==> config.mk <==
export PLATFORM = sky130hd
export DESIGN_NAME = hb_input_ctrl
export DESIGN_NICKNAME = d
export VERILOG_FILES = /design/src/rtl/hb_pkg.sv /design/src/rtl/hb_shdn_gate.sv /design/src/rtl/hb_delay_fsm.sv /design/src/rtl/hb_input_ctrl.sv
export SDC_FILE = /design/constraint.sdc
export NUM_CORES = 1
export LEC_CHECK = 0
export ABC_AREA = 1
export BUFFER_PORTS_ARGS = -buffer_cell sky130_fd_sc_hd__buf_2
export CORE_MARGIN = 2
export CORE_UTILIZATION = 25
export CTS_BUF_LIST = sky130_fd_sc_hd__clkbuf_8
export DETAILED_ROUTE_END_ITERATION = 7
export MAX_ROUTING_LAYER = met4
export PLACE_DENSITY = 0.46
export SETUP_SLACK_MARGIN = 0.2
export SYNTH_ARGS = -nofsm -noshare
export SYNTH_HDL_FRONTEND = slang
export SYNTH_SLANG_ARGS = --single-unit
==> constraint.sdc <==
create_clock -name clk -period 1.1 [get_ports clk]
set_input_delay 0.165 -clock clk [delete_from_list [all_inputs] [get_ports clk]]
set_output_delay 0.165 -clock clk [all_outputs]
set_load 0.05 [all_outputs]
==> src/rtl/hb_pkg.sv <==
package hb_pkg;
    typedef enum logic [1:0] {
        ST_IDLE      = 2'd0,
        ST_ARMING    = 2'd1,
        ST_DRIVE     = 2'd2,
        ST_RELEASING = 2'd3
    } drv_state_t;
endpackage

==> src/rtl/hb_shdn_gate.sv <==
// Per-channel sticky shutdown latch with command edge release.
module hb_shdn_gate (
    input  logic clk,
    input  logic rst_n,
    input  logic cmd,
    input  logic shdn,
    output logic blocked
);
    logic cmd_q;
    logic latch_q;
    logic cmd_rise;

    assign cmd_rise = cmd & ~cmd_q;
    // latch is held by shutdown level, released by a fresh command edge
    assign blocked  = shdn | (latch_q & ~cmd_rise);

    always_ff @(posedge clk) begin
        if (!rst_n) begin
            cmd_q   <= 1'b0;
            latch_q <= 1'b0;
        end else begin
            cmd_q   <= cmd;
            latch_q <= blocked;
        end
    end

    a_r2_shdn_sets_latch: assert property (@(posedge clk) disable iff (!rst_n)
        shdn |=> latch_q);
    a_r3_release_needs_edge: assert property (@(posedge clk) disable iff (!rst_n)
        $fell(latch_q) |-> $past(cmd_rise && !shdn));
endmodule

==> src/rtl/hb_delay_fsm.sv <==
// Per-channel turn-on / turn-off propagation delay state machine.
module hb_delay_fsm
    import hb_pkg::*;
#(
    parameter int ON_DLY  = 12,
    parameter int OFF_DLY = 10
) (
    input  logic clk,
    input  logic rst_n,
    input  logic cmd,
    input  logic force_off,
    output logic drv_en
);
    localparam int MAXD = (ON_DLY > OFF_DLY) ? ON_DLY : OFF_DLY;
    localparam int CW   = $clog2(MAXD + 1);
    localparam logic [CW-1:0] ON_LOAD  = CW'(ON_DLY - 1);
    localparam logic [CW-1:0] OFF_LOAD = CW'(OFF_DLY - 1);
    localparam logic [CW-1:0] ONE      = CW'(1);

    drv_state_t state_q, state_d;
    logic [CW-1:0] cnt_q, cnt_d;
    logic req;

    assign req = cmd & ~force_off;

    initial begin
        if (ON_DLY < 2 || OFF_DLY < 2) $error("delays must be at least 2");
    end

    // next-state process
    always_comb begin
        state_d = state_q;
        cnt_d   = cnt_q;
        if (force_off) begin
            state_d = ST_IDLE;
            cnt_d   = '0;
        end else begin
            unique case (state_q)
                ST_IDLE: if (req) begin
                    state_d = ST_ARMING;
                    cnt_d   = ON_LOAD;
                end
                ST_ARMING: begin
                    if (!req)              state_d = ST_IDLE;
                    else if (cnt_q == ONE) state_d = ST_DRIVE;
                    else                   cnt_d   = cnt_q - ONE;
                end
                ST_DRIVE: if (!req) begin
                    state_d = ST_RELEASING;
                    cnt_d   = OFF_LOAD;
                end
                ST_RELEASING: begin
                    if (req)               state_d = ST_DRIVE;
                    else if (cnt_q == ONE) state_d = ST_IDLE;
                    else                   cnt_d   = cnt_q - ONE;
                end
                default: state_d = ST_IDLE;
            endcase
        end
    end

    // state register process
    always_ff @(posedge clk) begin
        if (!rst_n) begin
            state_q <= ST_IDLE;
            cnt_q   <= '0;
        end else begin
            state_q <= state_d;
            cnt_q   <= cnt_d;
        end
    end

    // output process
    always_comb begin
        unique case (state_q)
            ST_DRIVE, ST_RELEASING: drv_en = 1'b1;
            default:                drv_en = 1'b0;
        endcase
    end

    a_r2_force_kills_output: assert property (@(posedge clk) disable iff (!rst_n)
        force_off |=> !drv_en);
    a_r7_rise_needs_request: assert property (@(posedge clk) disable iff (!rst_n)
        $rose(drv_en) |-> $past(req));
    a_r8_fall_without_request: assert property (@(posedge clk) disable iff (!rst_n)
        $fell(drv_en) |-> $past(!req));
endmodule

==> src/rtl/hb_input_ctrl.sv <==
module hb_input_ctrl #(
    parameter int ON_DLY  = 12,
    parameter int OFF_DLY = 10
) (
    input  logic clk,
    input  logic rst_n,
    input  logic hi_cmd,
    input  logic lo_cmd,
    input  logic shdn,
    input  logic lo_uv,
    output logic hi_drv_en,
    output logic lo_drv_en
);
    localparam int NCH = 2;  // index 0 = upper, 1 = lower

    logic [NCH-1:0] cmd_v, blocked_v, force_v, en_v;

    assign cmd_v = {lo_cmd, hi_cmd};

    for (genvar g = 0; g < NCH; g++) begin : g_ch
        hb_shdn_gate u_gate (
            .clk     (clk),
            .rst_n   (rst_n),
            .cmd     (cmd_v[g]),
            .shdn    (shdn),
            .blocked (blocked_v[g])
        );
        if (g == 1) begin : g_uv
            assign force_v[g] = blocked_v[g] | lo_uv;
        end else begin : g_nouv
            assign force_v[g] = blocked_v[g];
        end
        hb_delay_fsm #(.ON_DLY(ON_DLY), .OFF_DLY(OFF_DLY)) u_fsm (
            .clk       (clk),
            .rst_n     (rst_n),
            .cmd       (cmd_v[g]),
            .force_off (force_v[g]),
            .drv_en    (en_v[g])
        );
    end

    assign hi_drv_en = en_v[0];
    assign lo_drv_en = en_v[1];

    a_r1_reset_off: assert property (@(posedge clk)
        !rst_n |=> (!hi_drv_en && !lo_drv_en));
    a_r5_uv_lo_off: assert property (@(posedge clk) disable iff (!rst_n)
        lo_uv |=> !lo_drv_en);
    a_r2_shdn_both_off: assert property (@(posedge clk) disable iff (!rst_n)
        shdn |=> (!hi_drv_en && !lo_drv_en));
endmodule

* Word level (Yosys, flattened, before mapping)
Cells that the tools add are included. W data, S select, Z words.
Word-level totals: register bits after elaboration 16, bits of input ports 6, output and inout port bits 2, logic and storage cells 84
Cells by class: add/subtract/negate cells 2, equal/unequal tests 20, multiplexer cells 28, bitwise gates (word level) 16, reductions and logical operators 10
Operator list (count):
- $mux W4 | 10
- $pmux W4 S4 | 2
- $mux W2 | 12
- $pmux W2 S4 | 2
- $reduce_and A4 Y1 | 4
- $eq A2 B2 Y1 const B | 4
- $eq A4 B1 Y1 const B | 2
- $ne A2 B1 Y1 const B | 4
- $ne A2 B2 Y1 const B | 4
- $reduce_or A2 Y1 | 4
- $sub A4 B1 Y4 const B | 2
- $not A1 Y1 | 7
- $and A1 B1 Y1 | 6
- $ne A3 B1 Y1 const B | 2
- $ne A3 B3 Y1 const B | 2
- $eq A2 B1 Y1 const B | 2
- $logic_not A2 Y1 | 2
- $or A1 B1 Y1 | 3
- $mux W1 | 2

* Longest topological paths before layout
depth after elaboration 10, depth in mapped cells 10, gate-level depth less buffers 10

* Cells and area by module
Synthesis repeated with hierarchy kept, for this count alone.
Unflattened totals: cells, all modules 133, area total of the unflattened synthesis 904.6 sq um
Modules (own cells, without submodules):
- hb_delay_fsm | instances 2, cells each 54, area an instance 365.4 sq um, seq. area each 120.1 sq um
- hb_shdn_gate | instances 2, cells each 11, area an instance 81.3 sq um, seq. area each 40.0 sq um
- hb_input_ctrl | instances 1, cells each 3, area an instance 11.3 sq um, seq. area each 0.0 sq um

* Worst setup path before layout
Ideal clock, no wire load.
path type reg-to-reg, from register g_ch[0].u_fsm.cnt_q[0], to register g_ch[0].u_fsm.cnt_q[2], library setup time 0.072 ns, arrival 1.154 ns, data required time 1.028 ns, setup slack -0.126 ns, cell stages (with the launch flop) 7, path buffers 0, clock period less this slack 1.226 ns, cells stage by stage dfxtp_1 inv_1 ha_1 or2_2 a21oi_1 nand2_1 a21oi_1
Between the ends: longest elaborated chain between the ends 4, elaborated cells on any way between the ends 6, those cells by class add/sub: 1; eq/ne: 1; mux: 4
Ends and longest elaborated chain:
- start: declaration | RTL line hb_delay_fsm.sv:21 | logic [CW-1:0] cnt_q, cnt_d;
- start signal: assignment | RTL line hb_delay_fsm.sv:69 | cnt_q <= cnt_d;
- $sub A4 B1 Y4 / $eq A4 B1 Y1 (equally long branches)
- $mux W4 (*) | RTL line hb_delay_fsm.sv:45, hb_delay_fsm.sv:54
- $mux W4 (on tied branches) | RTL line hb_delay_fsm.sv:53, hb_delay_fsm.sv:44
- $pmux W4 S4 (*) | RTL line hb_delay_fsm.sv:38 | unique case (state_q)
Every way passes the cells marked *; elsewhere a longest branch is shown, timed or not. The select of a mux whose other input is x is not followed. A chain may end at the register's enable or synchronous reset.

* Worst setup path after layout
from register g_ch[1].u_gate.cmd_q, to register g_ch[1].u_fsm.cnt_q[3]
Between the ends: longest elaborated chain between the ends 10, elaborated cells on any way between the ends 14, those cells by class eq/ne: 4; bitwise: 8; reduce/logical: 2
Ends and longest elaborated chain:
- start: declaration | RTL line hb_shdn_gate.sv:9 | logic cmd_q;
- start signal: assignment | RTL line hb_shdn_gate.sv:22 | cmd_q <= cmd;
- $not A1 Y1 (*) | RTL line hb_shdn_gate.sv:13 | assign cmd_rise = cmd & ~cmd_q;
- $and A1 B1 Y1 (*) | RTL line hb_shdn_gate.sv:13
- $not A1 Y1 (*) | RTL line hb_shdn_gate.sv:15 | assign blocked = shdn | (latch_q & ~cmd_rise);
- $and A1 B1 Y1 (*) | RTL line hb_shdn_gate.sv:15
- $or A1 B1 Y1 (*) | RTL line hb_shdn_gate.sv:15
- $or A1 B1 Y1 (*) | RTL line hb_input_ctrl.sv:29 | assign force_v[g] = blocked_v[g] | lo_uv;
- $not A1 Y1 | RTL line hb_delay_fsm.sv:24 | assign req = cmd & ~force_off;
- $and A1 B1 Y1 | RTL line hb_delay_fsm.sv:24
- $ne A2 B2 Y1 (no source line) / $ne A2 B1 Y1 (equally long branches)
- $reduce_and A4 Y1 (no source line)
- end signal: assignment | RTL line hb_delay_fsm.sv:69
- end: declaration | RTL line hb_delay_fsm.sv:21
Every way passes the cells marked *; elsewhere a longest branch is shown, timed or not.

==> out/results.tsv <==
stage	metric	value	unit
sta	min_period	1.20	ns
grt	grt_pass1_vias	770	
routing	wl_per_cell	9.36	um
clocking	htree_levels	1	
sta	drv_slew	0	
synth	postSynth.asyncResetShare	0	
floorplan	rows	21	
grt	grt_overflow	0	
critical_path	required	1.24	ns
sta	max_slew_margin	0.839	
floorplan	die_h	63.1	um
finish	drive_above_1_share	0.444	
place	detailed_place_hpwl	1350	um
routing	drt_wl_total	1840	um
sta	worstMarginPinSlew	0.242	ns
synth	synthTopCellsByArea	dfxtp_1 37%, nand2_1 14%, inv_1 9.9%	
floorplan	io_pins	8	
clocking	clockRootBuffer	clkbuf_8	
synth	synth_seq_cells	16	
critical_path	crit_path_end_kind	register	
sta	rsz0062_at_grt	yes	
synth	synth_top_area_frac	0.366	
grt	grtUsageTotal	0.103	
critical_path	cp-start-kind	register	
finish	synthToLayoutAreaGrowth	49.1	%
critical_path	cp.arrival	1.34	ns
clocking	cts.reportedPaths.clkPinSlew	0.06	ns
clocking	cts_inserted_buffers	3	
synth	yosysSeqAreaShare	0.366	
finish	fin_nets	163	
synth	synth_edf_count	0	
sta	setup_violations	8	
finish	n_fill_cell	361	
clocking	cts.sinks	16	
routing	initialDrtViolationCount	12	
run_status	outcome	finished, violations left	
worst_hold_path	min-delay-path-class	in2reg	
synth	syn_inst	126	
sta	max_freq	0.835	GHz
finish	num_antenna_cells	0	
synth	avgSynthCellArea	6.94	um2
synth	yosysMostFrequentCell	nand2_1	
flow_run	cap_violations	0	
sta	fin_ws	-0.0976	ns
synth	synth_warnings	0	
floorplan	die_x	63.1	um
finish	fin_util	0.391	
grt	grt_max_degree	9	
run_status	violations	setup timing	
clocking	clk_latency	0.24	ns
power	cellPowerDensity	913	nW/um2
clocking	cts_tree	done	
synth	synth_flop_cell	dfxtp_1	
power	peakVddDrop	0.688	mV
place	placed_area	1110	um2
routing	dr.pass1.iters	4	
finish	design_area	1300	um2
place	gp_congestion	0.812	
critical_path	critPathKind	reg2reg	
floorplan	die_area	3990	um2
sta	timing.final.hold_violations	0	
grt	grt_pass1_wl	3190	um
synth	synth_commonest_cells	33 x nand2_1, 23 x inv_1, 16 x dfxtp_1, 9 x nand3_1, 9 x nor2_1	
grt	antenna_found_initial	0	
routing	ant_nets	0	
synth	netlist_area	875	um2
floorplan	initial_core_util	0.262	
routing	vias	815	
routing	viasPerCell	4.14	
floorplan	core	3340	um2
power	power.leakage	0.000571	uW
synth	yosys.area.top_type	dfxtp_1	
sta	fin_crit_sh	1.09	
place	portBuffers	7	
critical_path	path_max_fanout	5	
routing	post-route-drc-count	0	
synth	ys_types	22	
synth	syn_nets	136	
clocking	clockBufferDepth	2	
sta	fin_skew	0.00259	ns
## worst max-delay path, stage by stage (launching register included)
cell and delay (ns):
dfxtp_1 0.29, inv_1 0.06, nand2_2 0.07, nand2_1 0.06
nand4_1 0.14, nand2_2 0.12, nand2_2 0.06, nor2_4 0.12
nand2_1 0.06, nand2_1 0.07, nand2_1 0.05
## layer usage
| metal | wire, um | vias up | track usage |
|---|---|---|---|
| li1 | - | 443 | - |
| met2 | 893 | 9 | 0.168 |
| met5 | 0 | - | - |
| met4 | 41 | 0 | 0.0583 |
| met3 | 45 | 5 | 0.0161 |
| met1 | 862 | 358 | 0.120 |
## report_power, final
| group | internal, uW | leakage, uW | total, uW | switching (uW) |
|---|---|---|---|---|
| sequential | 591 | 0.000134 | 604 | 13.5 |
| clock | 242 | 0.0000216 | 429 | 186 |
| combinational | 73.2 | 0.000415 | 157 | 83.4 |
## cell type report
cell class	count	area, um2	area share
clock buffer	3	41.3	0.0317
inverter	25	96.3	0.0739
multi-input combinational	83	586	0.449
sequential	16	333	0.255
tap	46	57.6	0.0441
timing repair buffer	24	190	0.146
## what timing repair did
item,4_1_cts,5_1_grt
buffers inserted,2,1
pin swaps,6,1
setup endpoints to repair,14,14
gates resized for setup,22,9
hold buffers,0,0
## worst paths after layout
check	depth (start not counted)	end	slack [ns]	from
setup / recovery	10	g_ch[1].u_fsm.cnt_q[3]	-0.1	g_ch[1].u_gate.cmd_q
hold / removal	3	g_ch[1].u_gate.cmd_q	0.21	rst_n
setup reg to reg	10	g_ch[1].u_fsm.cnt_q[3]	-0.1	g_ch[1].u_gate.cmd_q
hold reg to reg	2	g_ch[0].u_fsm.cnt_q[1]	0.47	g_ch[0].u_fsm.cnt_q[1]
## through the flow
stage | std cells | setup TNS [ns] | setup WS, ns | power [uW] | hold WS, ns
floorplan | 126 | -0.0872 | -0.0244 | 696 | 0.258
global placement | 191 | -0.550 | -0.0789 | 754 | 0.429
detailed placement | 191 | -0.739 | -0.122 | 756 | 0.437
CTS | 196 | -0.799 | -0.119 | 1200 | 0.179
global route | 197 | -1.68 | -0.256 | 1260 | 0.236
finish | 197 | -0.614 | -0.0976 | 1190 | 0.213
## layout by cell type (no fill, tap or decap), drive strengths merged
cell and instances:
a21oi 8, buf 24, clkbuf 3, dfxtp 16
ha 4, inv 25, nand2 34, nand3 10
nand4 5, nor2 12, nor3 1, nor3b 1
o21ai 6, or2 1, xnor2 1
## cell families after synthesis
family | share of synthesized area
adders and majority gates | 0.0572
xor gates and xnor gates | 0.0100
DFF | 0.366
AOI/OAI and AO/OA | 0.102
and+or+nand+nor | 0.349
buffers and inverters | 0.116
No activity file was read; power rests on OpenSTA's default activity.
